===== src/rtl/i2c_port_pkg.sv =====
package i2c_port_pkg;
   localparam int BYTE_W = 8;
   localparam int NREG   = 4;
   typedef logic [BYTE_W-1:0] byte_t;
   typedef enum logic [3:0] {
      ST_IDLE, ST_ADDR, ST_ADDR_ACK, ST_CMD, ST_CMD_ACK,
      ST_WDAT, ST_WDAT_ACK, ST_RDAT, ST_RACK
   } bus_st_e;
endpackage


===== src/rtl/i2c_line_sync.sv =====
module i2c_line_sync #(
   parameter int STAGES = 2
) (
   input  logic clk,
   input  logic rst_n,
   input  logic scl_i,
   input  logic sda_i,
   output logic scl_s,
   output logic sda_s,
   output logic scl_rise,
   output logic scl_fall,
   output logic start_det,
   output logic stop_det
);
   logic [STAGES-1:0] scl_ff, sda_ff;
   logic scl_d, sda_d;

   if (STAGES < 2) begin : g_bad_stages
      $error("i2c_line_sync: STAGES must be at least 2");
   end

   always_ff @(posedge clk) begin
      if (!rst_n) begin
         scl_ff[0] <= 1'b1;
         sda_ff[0] <= 1'b1;
      end else begin
         scl_ff[0] <= scl_i;
         sda_ff[0] <= sda_i;
      end
   end

   for (genvar i = 1; i < STAGES; i++) begin : g_stage
      always_ff @(posedge clk) begin
         if (!rst_n) begin
            scl_ff[i] <= 1'b1;
            sda_ff[i] <= 1'b1;
         end else begin
            scl_ff[i] <= scl_ff[i-1];
            sda_ff[i] <= sda_ff[i-1];
         end
      end
   end

   assign scl_s = scl_ff[STAGES-1];
   assign sda_s = sda_ff[STAGES-1];

   always_ff @(posedge clk) begin
      if (!rst_n) begin
         scl_d <= 1'b1;
         sda_d <= 1'b1;
      end else begin
         scl_d <= scl_s;
         sda_d <= sda_s;
      end
   end

   assign scl_rise  = scl_s & ~scl_d;
   assign scl_fall  = ~scl_s & scl_d;
   assign start_det = scl_s & scl_d & sda_d & ~sda_s;
   assign stop_det  = scl_s & scl_d & ~sda_d & sda_s;
endmodule


===== src/rtl/i2c_reg_bank.sv =====
module i2c_reg_bank
   import i2c_port_pkg::*;
#(
   parameter byte_t OUT_RST = 8'hFF,
   parameter byte_t POL_RST = 8'h00,
   parameter byte_t CFG_RST = 8'hFF
) (
   input  logic  clk,
   input  logic  rst_n,
   input  logic  wr_en,
   input  byte_t wr_ptr,
   input  byte_t wr_data,
   input  byte_t rd_ptr,
   input  byte_t in_port,
   output byte_t rd_data,
   output byte_t out_q,
   output byte_t pol_q,
   output byte_t cfg_q
);
   localparam logic [3*BYTE_W-1:0] RST_VEC = {CFG_RST, POL_RST, OUT_RST};

   byte_t regs [NREG-1:1];

   for (genvar i = 1; i < NREG; i++) begin : g_reg
      always_ff @(posedge clk) begin
         if (!rst_n)
            regs[i] <= RST_VEC[(i-1)*BYTE_W +: BYTE_W];
         else if (wr_en && wr_ptr == BYTE_W'(i))
            regs[i] <= wr_data;
      end
   end

   always_comb begin
      rd_data = '0;
      if (rd_ptr == '0)
         rd_data = in_port;
      for (int k = 1; k < NREG; k++)
         if (rd_ptr == BYTE_W'(k))
            rd_data = regs[k];
   end

   assign out_q = regs[1];
   assign pol_q = regs[2];
   assign cfg_q = regs[3];
endmodule


===== src/rtl/i2c_tgt_fsm.sv =====
module i2c_tgt_fsm
   import i2c_port_pkg::*;
#(
   parameter int FIXED_W = 5,
   parameter int STRAP_W = 2,
   parameter logic [FIXED_W-1:0] ADDR_FIXED = 5'b11100
) (
   input  logic               clk,
   input  logic               rst_n,
   input  logic [STRAP_W-1:0] strap,
   input  logic               sda_s,
   input  logic               scl_rise,
   input  logic               scl_fall,
   input  logic               start_det,
   input  logic               stop_det,
   input  byte_t              rd_data,
   output logic               sda_oe,
   output logic               wr_en,
   output byte_t              wr_data,
   output byte_t              ptr,
   output logic               idle
);
   localparam int ADDR_W = FIXED_W + STRAP_W;
   localparam int CNT_W  = $clog2(BYTE_W + 1);
   localparam logic [CNT_W-1:0] CNT_FULL = CNT_W'(BYTE_W);
   localparam logic [CNT_W-1:0] CNT_LAST = CNT_W'(BYTE_W - 1);

   if (ADDR_W + 1 != BYTE_W) begin : g_bad_addr
      $error("i2c_tgt_fsm: address plus direction bit must fill one byte");
   end

   bus_st_e          state;
   byte_t            shreg;
   logic [CNT_W-1:0] cnt;
   logic             rw, acked;
   logic [ADDR_W-1:0] my_addr;

   assign my_addr = {ADDR_FIXED, strap};
   assign idle    = (state == ST_IDLE);

   always_ff @(posedge clk) begin
      if (!rst_n) begin
         state   <= ST_IDLE;
         shreg   <= '0;
         cnt     <= '0;
         rw      <= 1'b0;
         acked   <= 1'b0;
         sda_oe  <= 1'b0;
         wr_en   <= 1'b0;
         wr_data <= '0;
         ptr     <= '0;
      end else begin
         wr_en <= 1'b0;
         if (start_det) begin
            state  <= ST_ADDR;
            cnt    <= '0;
            sda_oe <= 1'b0;
         end else if (stop_det) begin
            state  <= ST_IDLE;
            sda_oe <= 1'b0;
         end else begin
            unique case (state)
               ST_ADDR, ST_CMD, ST_WDAT: begin
                  if (scl_rise && cnt != CNT_FULL) begin
                     shreg <= {shreg[BYTE_W-2:0], sda_s};
                     cnt   <= cnt + CNT_W'(1);
                  end else if (scl_fall && cnt == CNT_FULL) begin
                     cnt <= '0;
                     if (state == ST_ADDR) begin
                        if (shreg[BYTE_W-1:1] == my_addr) begin
                           rw     <= shreg[0];
                           sda_oe <= 1'b1;
                           state  <= ST_ADDR_ACK;
                        end else begin
                           state <= ST_IDLE;
                        end
                     end else if (state == ST_CMD) begin
                        ptr    <= shreg;
                        sda_oe <= 1'b1;
                        state  <= ST_CMD_ACK;
                     end else begin
                        wr_en   <= 1'b1;
                        wr_data <= shreg;
                        sda_oe  <= 1'b1;
                        state   <= ST_WDAT_ACK;
                     end
                  end
               end
               ST_ADDR_ACK: begin
                  if (scl_fall) begin
                     cnt <= '0;
                     if (rw) begin
                        shreg  <= rd_data;
                        sda_oe <= ~rd_data[BYTE_W-1];
                        state  <= ST_RDAT;
                     end else begin
                        sda_oe <= 1'b0;
                        state  <= ST_CMD;
                     end
                  end
               end
               ST_CMD_ACK, ST_WDAT_ACK: begin
                  if (scl_fall) begin
                     sda_oe <= 1'b0;
                     cnt    <= '0;
                     state  <= ST_WDAT;
                  end
               end
               ST_RDAT: begin
                  if (scl_fall) begin
                     if (cnt == CNT_LAST) begin
                        sda_oe <= 1'b0;
                        state  <= ST_RACK;
                     end else begin
                        sda_oe <= ~shreg[BYTE_W-2];
                        shreg  <= {shreg[BYTE_W-2:0], 1'b0};
                        cnt    <= cnt + CNT_W'(1);
                     end
                  end
               end
               ST_RACK: begin
                  if (scl_rise) begin
                     acked <= ~sda_s;
                  end else if (scl_fall) begin
                     cnt <= '0;
                     if (acked) begin
                        shreg  <= rd_data;
                        sda_oe <= ~rd_data[BYTE_W-1];
                        state  <= ST_RDAT;
                     end else begin
                        state <= ST_IDLE;
                     end
                  end
               end
               default: ;
            endcase
         end
      end
   end
endmodule


===== src/rtl/i2c_port_target.sv =====
module i2c_port_target
   import i2c_port_pkg::*;
#(
   parameter int SYNC_STAGES = 2,
   parameter int FIXED_W     = 5,
   parameter int STRAP_W     = 2,
   parameter logic [FIXED_W-1:0] ADDR_FIXED = 5'b11100,
   parameter byte_t OUT_RST  = 8'hFF,
   parameter byte_t POL_RST  = 8'h00,
   parameter byte_t CFG_RST  = 8'hFF
) (
   input  logic               clk,
   input  logic               rst_n,
   input  logic [STRAP_W-1:0] strap,
   input  logic               scl_i,
   input  logic               sda_i,
   output logic               sda_oe,
   input  logic [7:0]         in_port,
   output logic [7:0]         out_q,
   output logic [7:0]         pol_q,
   output logic [7:0]         cfg_q
);
   if (FIXED_W + STRAP_W != 7) begin : g_bad_width
      $error("i2c_port_target: fixed and strap bits must total seven");
   end

   logic  scl_s, sda_s, scl_rise, scl_fall, start_det, stop_det;
   logic  wr_en, fsm_idle;
   byte_t wr_data, ptr, rd_data;

   i2c_line_sync #(.STAGES(SYNC_STAGES)) u_sync (
      .clk(clk), .rst_n(rst_n), .scl_i(scl_i), .sda_i(sda_i),
      .scl_s(scl_s), .sda_s(sda_s), .scl_rise(scl_rise), .scl_fall(scl_fall),
      .start_det(start_det), .stop_det(stop_det)
   );

   i2c_tgt_fsm #(.FIXED_W(FIXED_W), .STRAP_W(STRAP_W), .ADDR_FIXED(ADDR_FIXED)) u_fsm (
      .clk(clk), .rst_n(rst_n), .strap(strap), .sda_s(sda_s),
      .scl_rise(scl_rise), .scl_fall(scl_fall), .start_det(start_det), .stop_det(stop_det),
      .rd_data(rd_data), .sda_oe(sda_oe), .wr_en(wr_en), .wr_data(wr_data),
      .ptr(ptr), .idle(fsm_idle)
   );

   i2c_reg_bank #(.OUT_RST(OUT_RST), .POL_RST(POL_RST), .CFG_RST(CFG_RST)) u_bank (
      .clk(clk), .rst_n(rst_n), .wr_en(wr_en), .wr_ptr(ptr), .wr_data(wr_data),
      .rd_ptr(ptr), .in_port(in_port), .rd_data(rd_data),
      .out_q(out_q), .pol_q(pol_q), .cfg_q(cfg_q)
   );
endmodule


===== config.mk =====
export PLATFORM = sky130hd
export DESIGN_NAME = i2c_port_target
export DESIGN_NICKNAME = d
export VERILOG_FILES = /design/src/rtl/i2c_port_pkg.sv /design/src/rtl/i2c_line_sync.sv /design/src/rtl/i2c_reg_bank.sv /design/src/rtl/i2c_tgt_fsm.sv /design/src/rtl/i2c_port_target.sv
export SDC_FILE = /design/constraint.sdc
export NUM_CORES = 1
export LEC_CHECK = 0
export ABC_CLOCK_PERIOD_IN_PS = 2850
export BUFFER_PORTS_ARGS = -buffer_cell sky130_fd_sc_hd__buf_2
export CORE_ASPECT_RATIO = 1.4
export CORE_MARGIN = 4
export CORE_UTILIZATION = 54
export CTS_BUF_LIST = sky130_fd_sc_hd__clkbuf_8 sky130_fd_sc_hd__clkbuf_16
export DETAILED_ROUTE_END_ITERATION = 10
export PLACE_DENSITY = 0.83
export SYNTH_ARGS = -nofsm -noshare
export SYNTH_HDL_FRONTEND = slang
export SYNTH_SLANG_ARGS = --single-unit
export TNS_END_PERCENT = 20

===== constraint.sdc =====
create_clock -name clk -period 2.85 [get_ports clk]
set_input_delay 0.7125 -clock clk [delete_from_list [all_inputs] [get_ports clk]]
set_output_delay 0.7125 -clock clk [all_outputs]
set_load 0.02 [all_outputs]

### After elaboration in Yosys (flattened, before gate mapping)

Memory sizes are Yosys's and may differ from the RTL's.
Index checks and enable logic that the tools add are counted.

* register bits after elaboration: 42
* RAM bits: 24
* output and inout port bits: 25
* memories kept: 1

* $add $sub $neg: 1
* equality and inequality tests: 37
* muxes and demuxes: 63
* bitwise operators: 24
* reduce and logical (&&, ||, !) cells: 25

Memories
* u_bank.regs: depth 3, width 8, read ports 3, clocked after memory_dff 0, wr ports 3, line i2c_reg_bank.sv:22 `byte_t regs [NREG-1:1];`

Operators by type and width (number)
* $mux W8: 15
* $mux W4: 15
* $pmux W8 S4: 1
* $mux W1: 25
* $ne A4 B3 Y1 const B: 6
* $reduce_and A7 Y1: 3
* $eq A4 B3 Y1 const B: 5
* $pmux W4 S5: 1
* $ne A2 B1 Y1 const B: 9
* $reduce_and A9 Y1: 2
* $eq A8 B2 Y1 const B: 2
* $pmux W4 S4: 1
* $not A1 Y1: 14
* $ne A4 B4 Y1 const B: 3
* $reduce_and A11 Y1: 1
* $reduce_and A10 Y1: 1
* $reduce_or A3 Y1: 3
* $eq A4 B2 Y1 const B: 2
* $eq A4 B4 Y1 const B: 2
* $eq A8 B1 Y1 const B: 1
* $logic_not A8 Y1: 1
* $reduce_bool A4 Y1: 2
* $and A1 B1 Y1: 7
* $eq A7 B7 Y1: 1
* other kinds (16): 27

### Longest topological paths before layout

* depth in word-level cells: 10
* depth in mapped cells: 8
* gate-level depth less buffers: 7

### By module

From an unflattened synthesis, not the netlist that was laid out.

* cells, all modules: 341
* area, all modules: 3540.9 um2

By module, submodules not included
* i2c_tgt_fsm: times used 1, cells each 231, area an instance 2013.2 um2, seq. area each 720.7 um2
* i2c_reg_bank: times used 1, cells each 94, area an instance 1337.5 um2, seq. area each 720.7 um2
* i2c_line_sync: times used 1, cells each 16, area an instance 190.2 um2, seq. area each 120.1 um2

### Least setup slack after synthesis

Ideal clock, no wire load.

* kind: register -> register
* start point: register u_fsm.ptr[2]
* end point: register, netlist name u_bank.regs[0][16]
* setup time: 0.384 ns
* data arrival time: 1.625 ns
* path slack: 0.841 ns
* stages on the path, launching flop included: 5
* buffers on the path: 0
* clock period less this slack: 2.009 ns
* cells stage by stage: dfxtp_1 nor4_1 and2_1 nand3_1 o21ai_0

RTL lines
* from (decl): line i2c_tgt_fsm.sv:20 `output byte_t ptr,`
* from (signal assigned): line i2c_tgt_fsm.sv:78 `ptr <= shreg;`

==> results.md <==
Status:
- The run finished with clean final reports.

Timing:
- The setup violation total in the final timing report is 0.
- The number of pins exceeding their max-slew limit in the final report is 0.
- The worst slew margin relative to its limit is 0.4315.
- Setup repair after global routing left no endpoint under its margin.
- The post-route clock skew is 12.18 ps.
- The shortest period the worst path allows is 2263 ps.
- Of the available clock period, the critical path in the final layout requires 0.7940.
- Timing would allow up to 0.4419 GHz.
- The transition time at the pin with the least slew margin is 842.0 ps.
- The number of failing hold endpoints at the final stage is 0.
- Setup total negative slack on the finished layout was measured at 0 ps.

Yosys:
- Of all flip-flops after synthesis, the portion carrying an async set or reset was 0.
- The synthesis-stage register bit count is 66.
- The proportion of synthesized chip area in sequential cells is 0.4558.
- The area of the mapped netlist is 3426 µm².
- The dominant register cell in the synthesized netlist is sky130_fd_sc_hd__dfxtp_1.
- Synthesis instantiated 62 different standard cells from the library.
- After synthesis, the mean cell area works out to 10.23 µm².
- The net count after synthesis is 351.
- After technology mapping, the gate count stands at 335.
- Counting flops with a built-in enable in the synthesized netlist gives 24.
- During synthesis, Yosys emitted a total of 0 warnings.

Clock tree:
- The number of clock buffers inserted by TritonCTS is 9.
- The clock passes through at most 2 buffers.
- The TritonCTS clock tree is yes.
- The number of hold-repair buffers added at the cts stage is 0.
- Counting every sink on the clock net gives 66.
- The number of levels the H-tree was split into is 3.
- The clock reaches the later pin of the worst-skew pair after 350 ps.
- The post-cts gate resize count is 0.
- The root buffer cell is sky130_fd_sc_hd__clkbuf_8.
- In this run the post-CTS setup repair buffer count came out at 0.
- After clock tree synthesis, the clock-pin slew on the worst setup and hold paths is 80 ps.

Critical path:
- The worst path arrival time is 2480 ps.
- The worst setup path category is flop to flop.
- The largest individual stage delay along the critical path comes from the cell sky130_fd_sc_hd__nor2_1.
- In this run the critical register-to-register path is launched from u_fsm.ptr[2]$_SDFFE_PN0P_.
- The biggest cell delay along the critical path is 550 ps.
- The critical path goes through nor4_1, buf_4, and2_1, nand4_1, nor2_1, and2_1.
- For the worst setup path, the data required time is 3070 ps.
- The worst reg-to-reg path cell count is 6.
- STA classifies the critical path endpoint as a flop.
- Along the worst path, the maximum fanout reaches 9.
- The cell seen most often among critical-path stages is sky130_fd_sc_hd__and2_1.
- The kind of start point of the critical path is a flop.
- The count of buffering cells on the critical path with inverters included is 1.
- The most critical setup path has its startpoint at u_fsm.ptr[2]$_SDFFE_PN0P_.
- The worst register-to-register path has a setup slack of 590 ps.
- The end point of the critical path is u_bank.regs[0][18]$_SDFFCE_PN0P_.
- The endpoint identified for the worst register-to-register timing path is u_bank.regs[0][18]$_SDFFCE_PN0P_.
- The critical path crosses 6 cells after its start point.
- On the critical path the largest part of the delay comes from simple AND/OR/NAND/NOR gates.

Final layout:
- In the layout the commonest cells are sky130_fd_sc_hd__dfxtp_1 (42), sky130_fd_sc_hd__buf_2 (38), sky130_fd_sc_hd__nor2_1 (32).
- In the final layout, the share of cells above drive strength 1 is 0.2330.
- The total of fill cells in the finished design is 493.
- 0 antenna diodes ended up in the layout.
- The net count of the finished layout is 393.
- Summing all multi-input logic gate instances after layout gives 1720 µm².
- Compared with the post-synthesis result, the final layout area differs by 15.34%.
- With fillers left out, the area of the finished cells amounts to 3951 µm².
- In the final layout, flip-flops and latches occupy 1562 µm².
- The commonest non-fill, non-tap cell in the layout is sky130_fd_sc_hd__dfxtp_1.

Drt:
- The routed layout has 2792 vias.
- The aggregate routed wire length is 8402 µm.
- After detailed routing, the number of remaining DRC violations is 0.
- The average via count per standard cell is 6.150.
- The first-iteration detailed-routing DRC count is 182.
- In this run the remaining antenna-violating nets after routing total 0.
- For this run, the detailed router's first-pass iteration total came to 4.
- The routed length per instance is 18.51 µm.

Global routing:
- The maximum number of pins on one net before global-route repair is 22.
- The number of antenna violations at the first check in global routing is 0.
- The total routing resource utilization after global routing is 0.2393.
- The first global-routing pass estimated 13930 µm of wire.
- The via count of the first global-routing pass is 2882.
- Global routing finished with a remaining overflow of 0.

Placed design:
- The placed instances occupy a cell area of 3686 µm².
- Detailed placement ended at an HPWL of 5982 µm.
- The congestion estimate from routability-driven global placement came to 0.8933.
- The count of buffers added on input and output ports is 38.

Floorplanning:
- The width of the die is 75.32 µm.
- The row count is 34.
- The die covers 7700 µm².
- The vertical die dimension is 102.2 µm.
- The core region is 6211 µm².
- The starting density of the core is 0.5516.
- In this run the count of I/O pins placed on the die edge is 39.

Pwr:
- The peak supply drop is 416.0 µV.
- Summed over all cells, the static leakage comes to 1.501 nW.
- In this run the power density over the cells is 536.4 nW/µm².

Flow run:
- Across the run, the number of max-cap violations was 0.

Worst hold path:
- The worst min-delay path category is flop to flop.
[worst register-to-register path: cells and delay by family (launching register included)]
family                 cells  cell delay, ps
AND/OR/NAND/NOR            5            1640
flip-flops                 1             310
buffers and inverters      1             180
[layout make-up]
cell class | instances | area share
inverter | 15 | 0.01425
clock inverter | 7 | 0.03578
clock buffer | 9 | 0.03135
timing repair buffer | 47 | 0.06523
sequential | 66 | 0.3952
multi-input combinational | 238 | 0.4354
tap | 72 | 0.02280
[registers in the layout (all words and copies together), names as in the netlist]
register	count
u_bank.regs	24
u_fsm.acked	1
u_fsm.cnt	4
u_fsm.ptr	8
u_fsm.rw	1
u_fsm.sda_oe	1
u_fsm.shreg	8
u_fsm.state	4
u_fsm.wr_data	8
u_fsm.wr_en	1
u_sync.scl_d	1
u_sync.scl_ff	1
u_sync.scl_s	1
u_sync.sda_d	1
u_sync.sda_ff	1
u_sync.sda_s	1
[through the flow]
step	hold slack, ps	total power, mW	setup slack (ps)	cells	utilization
after floorplan	386.3	1.059	841.1	335	-
after global placement	391.4	1.089	694.6	438	0.5935
after detailed placement	396.8	1.091	596.2	438	0.5935
after CTS	412.9	2.123	552.2	454	0.6362
after global routing	427.0	2.172	369.6	454	0.6362
final	408.9	2.120	587.2	454	0.6362
[how the worst min path moves through the flow]
stage	from	to	slack (ps)	cells past startpoint
6_report	u_sync.scl_ff[0]$_SDFF_PN1_	u_sync.scl_s$_SDFF_PN1_	410	1
5_1_grt	u_sync.scl_ff[0]$_SDFF_PN1_	u_sync.scl_s$_SDFF_PN1_	430	1
4_1_cts	u_sync.scl_ff[0]$_SDFF_PN1_	u_sync.scl_s$_SDFF_PN1_	410	1
3_5_place_dp	u_sync.scl_ff[0]$_SDFF_PN1_	u_sync.scl_s$_SDFF_PN1_	400	1
3_3_place_gp	u_sync.sda_ff[0]$_SDFF_PN1_	u_sync.sda_s$_SDFF_PN1_	390	1
2_1_floorplan	u_sync.scl_ff[0]$_SDFF_PN1_	u_sync.scl_s$_SDFF_PN1_	390	1
[Yosys cell counts (8+ instances only)]
master,number,area [µm²]
sky130_fd_sc_hd__dfxtp_1,42,840.8
sky130_fd_sc_hd__nor2_1,32,120.1
sky130_fd_sc_hd__edfxtp_1,24,720.7
sky130_fd_sc_hd__mux2i_1,19,190.2
sky130_fd_sc_hd__a21oi_1,16,80.08
sky130_fd_sc_hd__o21ai_0,16,80.08
sky130_fd_sc_hd__inv_1,15,56.30
sky130_fd_sc_hd__nand3_1,13,65.06
sky130_fd_sc_hd__nand2b_1,11,68.82
sky130_fd_sc_hd__and2_1,9,56.30
sky130_fd_sc_hd__nand2_1,9,33.78
sky130_fd_sc_hd__or3_1,9,56.30
sky130_fd_sc_hd__mux4_2,8,180.2
sky130_fd_sc_hd__nand4_1,8,50.05
sky130_fd_sc_hd__o2bb2ai_1,8,70.07
sky130_fd_sc_hd__or2_2,8,50.05
[logic make-up after synthesis]
group / count (synthesis) / synth area share
fa+ha+maj: 2 / 0.007303
xor+xnor: 5 / 0.01498
buf+inv: 31 / 0.04200
mux: 29 / 0.1147
flops: 66 / 0.4558
compound gates: 74 / 0.1582
simple gates: 128 / 0.2071
[power breakdown]
| group | switching [mW] | internal [mW] |
|---|---|---|
| Sequential | 0.00646 | 0.981 |
| Combinational | 0.0508 | 0.0320 |
| Clock | 0.380 | 0.670 |
| Total | 0.437 | 1.68 |
[metal layers]
metal | track usage | wire, µm
met5 | 0 | 0
met4 | 0.1306 | 328
met3 | 0.05512 | 349
met2 | 0.4065 | 4403
met1 | 0.2715 | 3321
No activity file was read; power rests on OpenSTA's default activity.
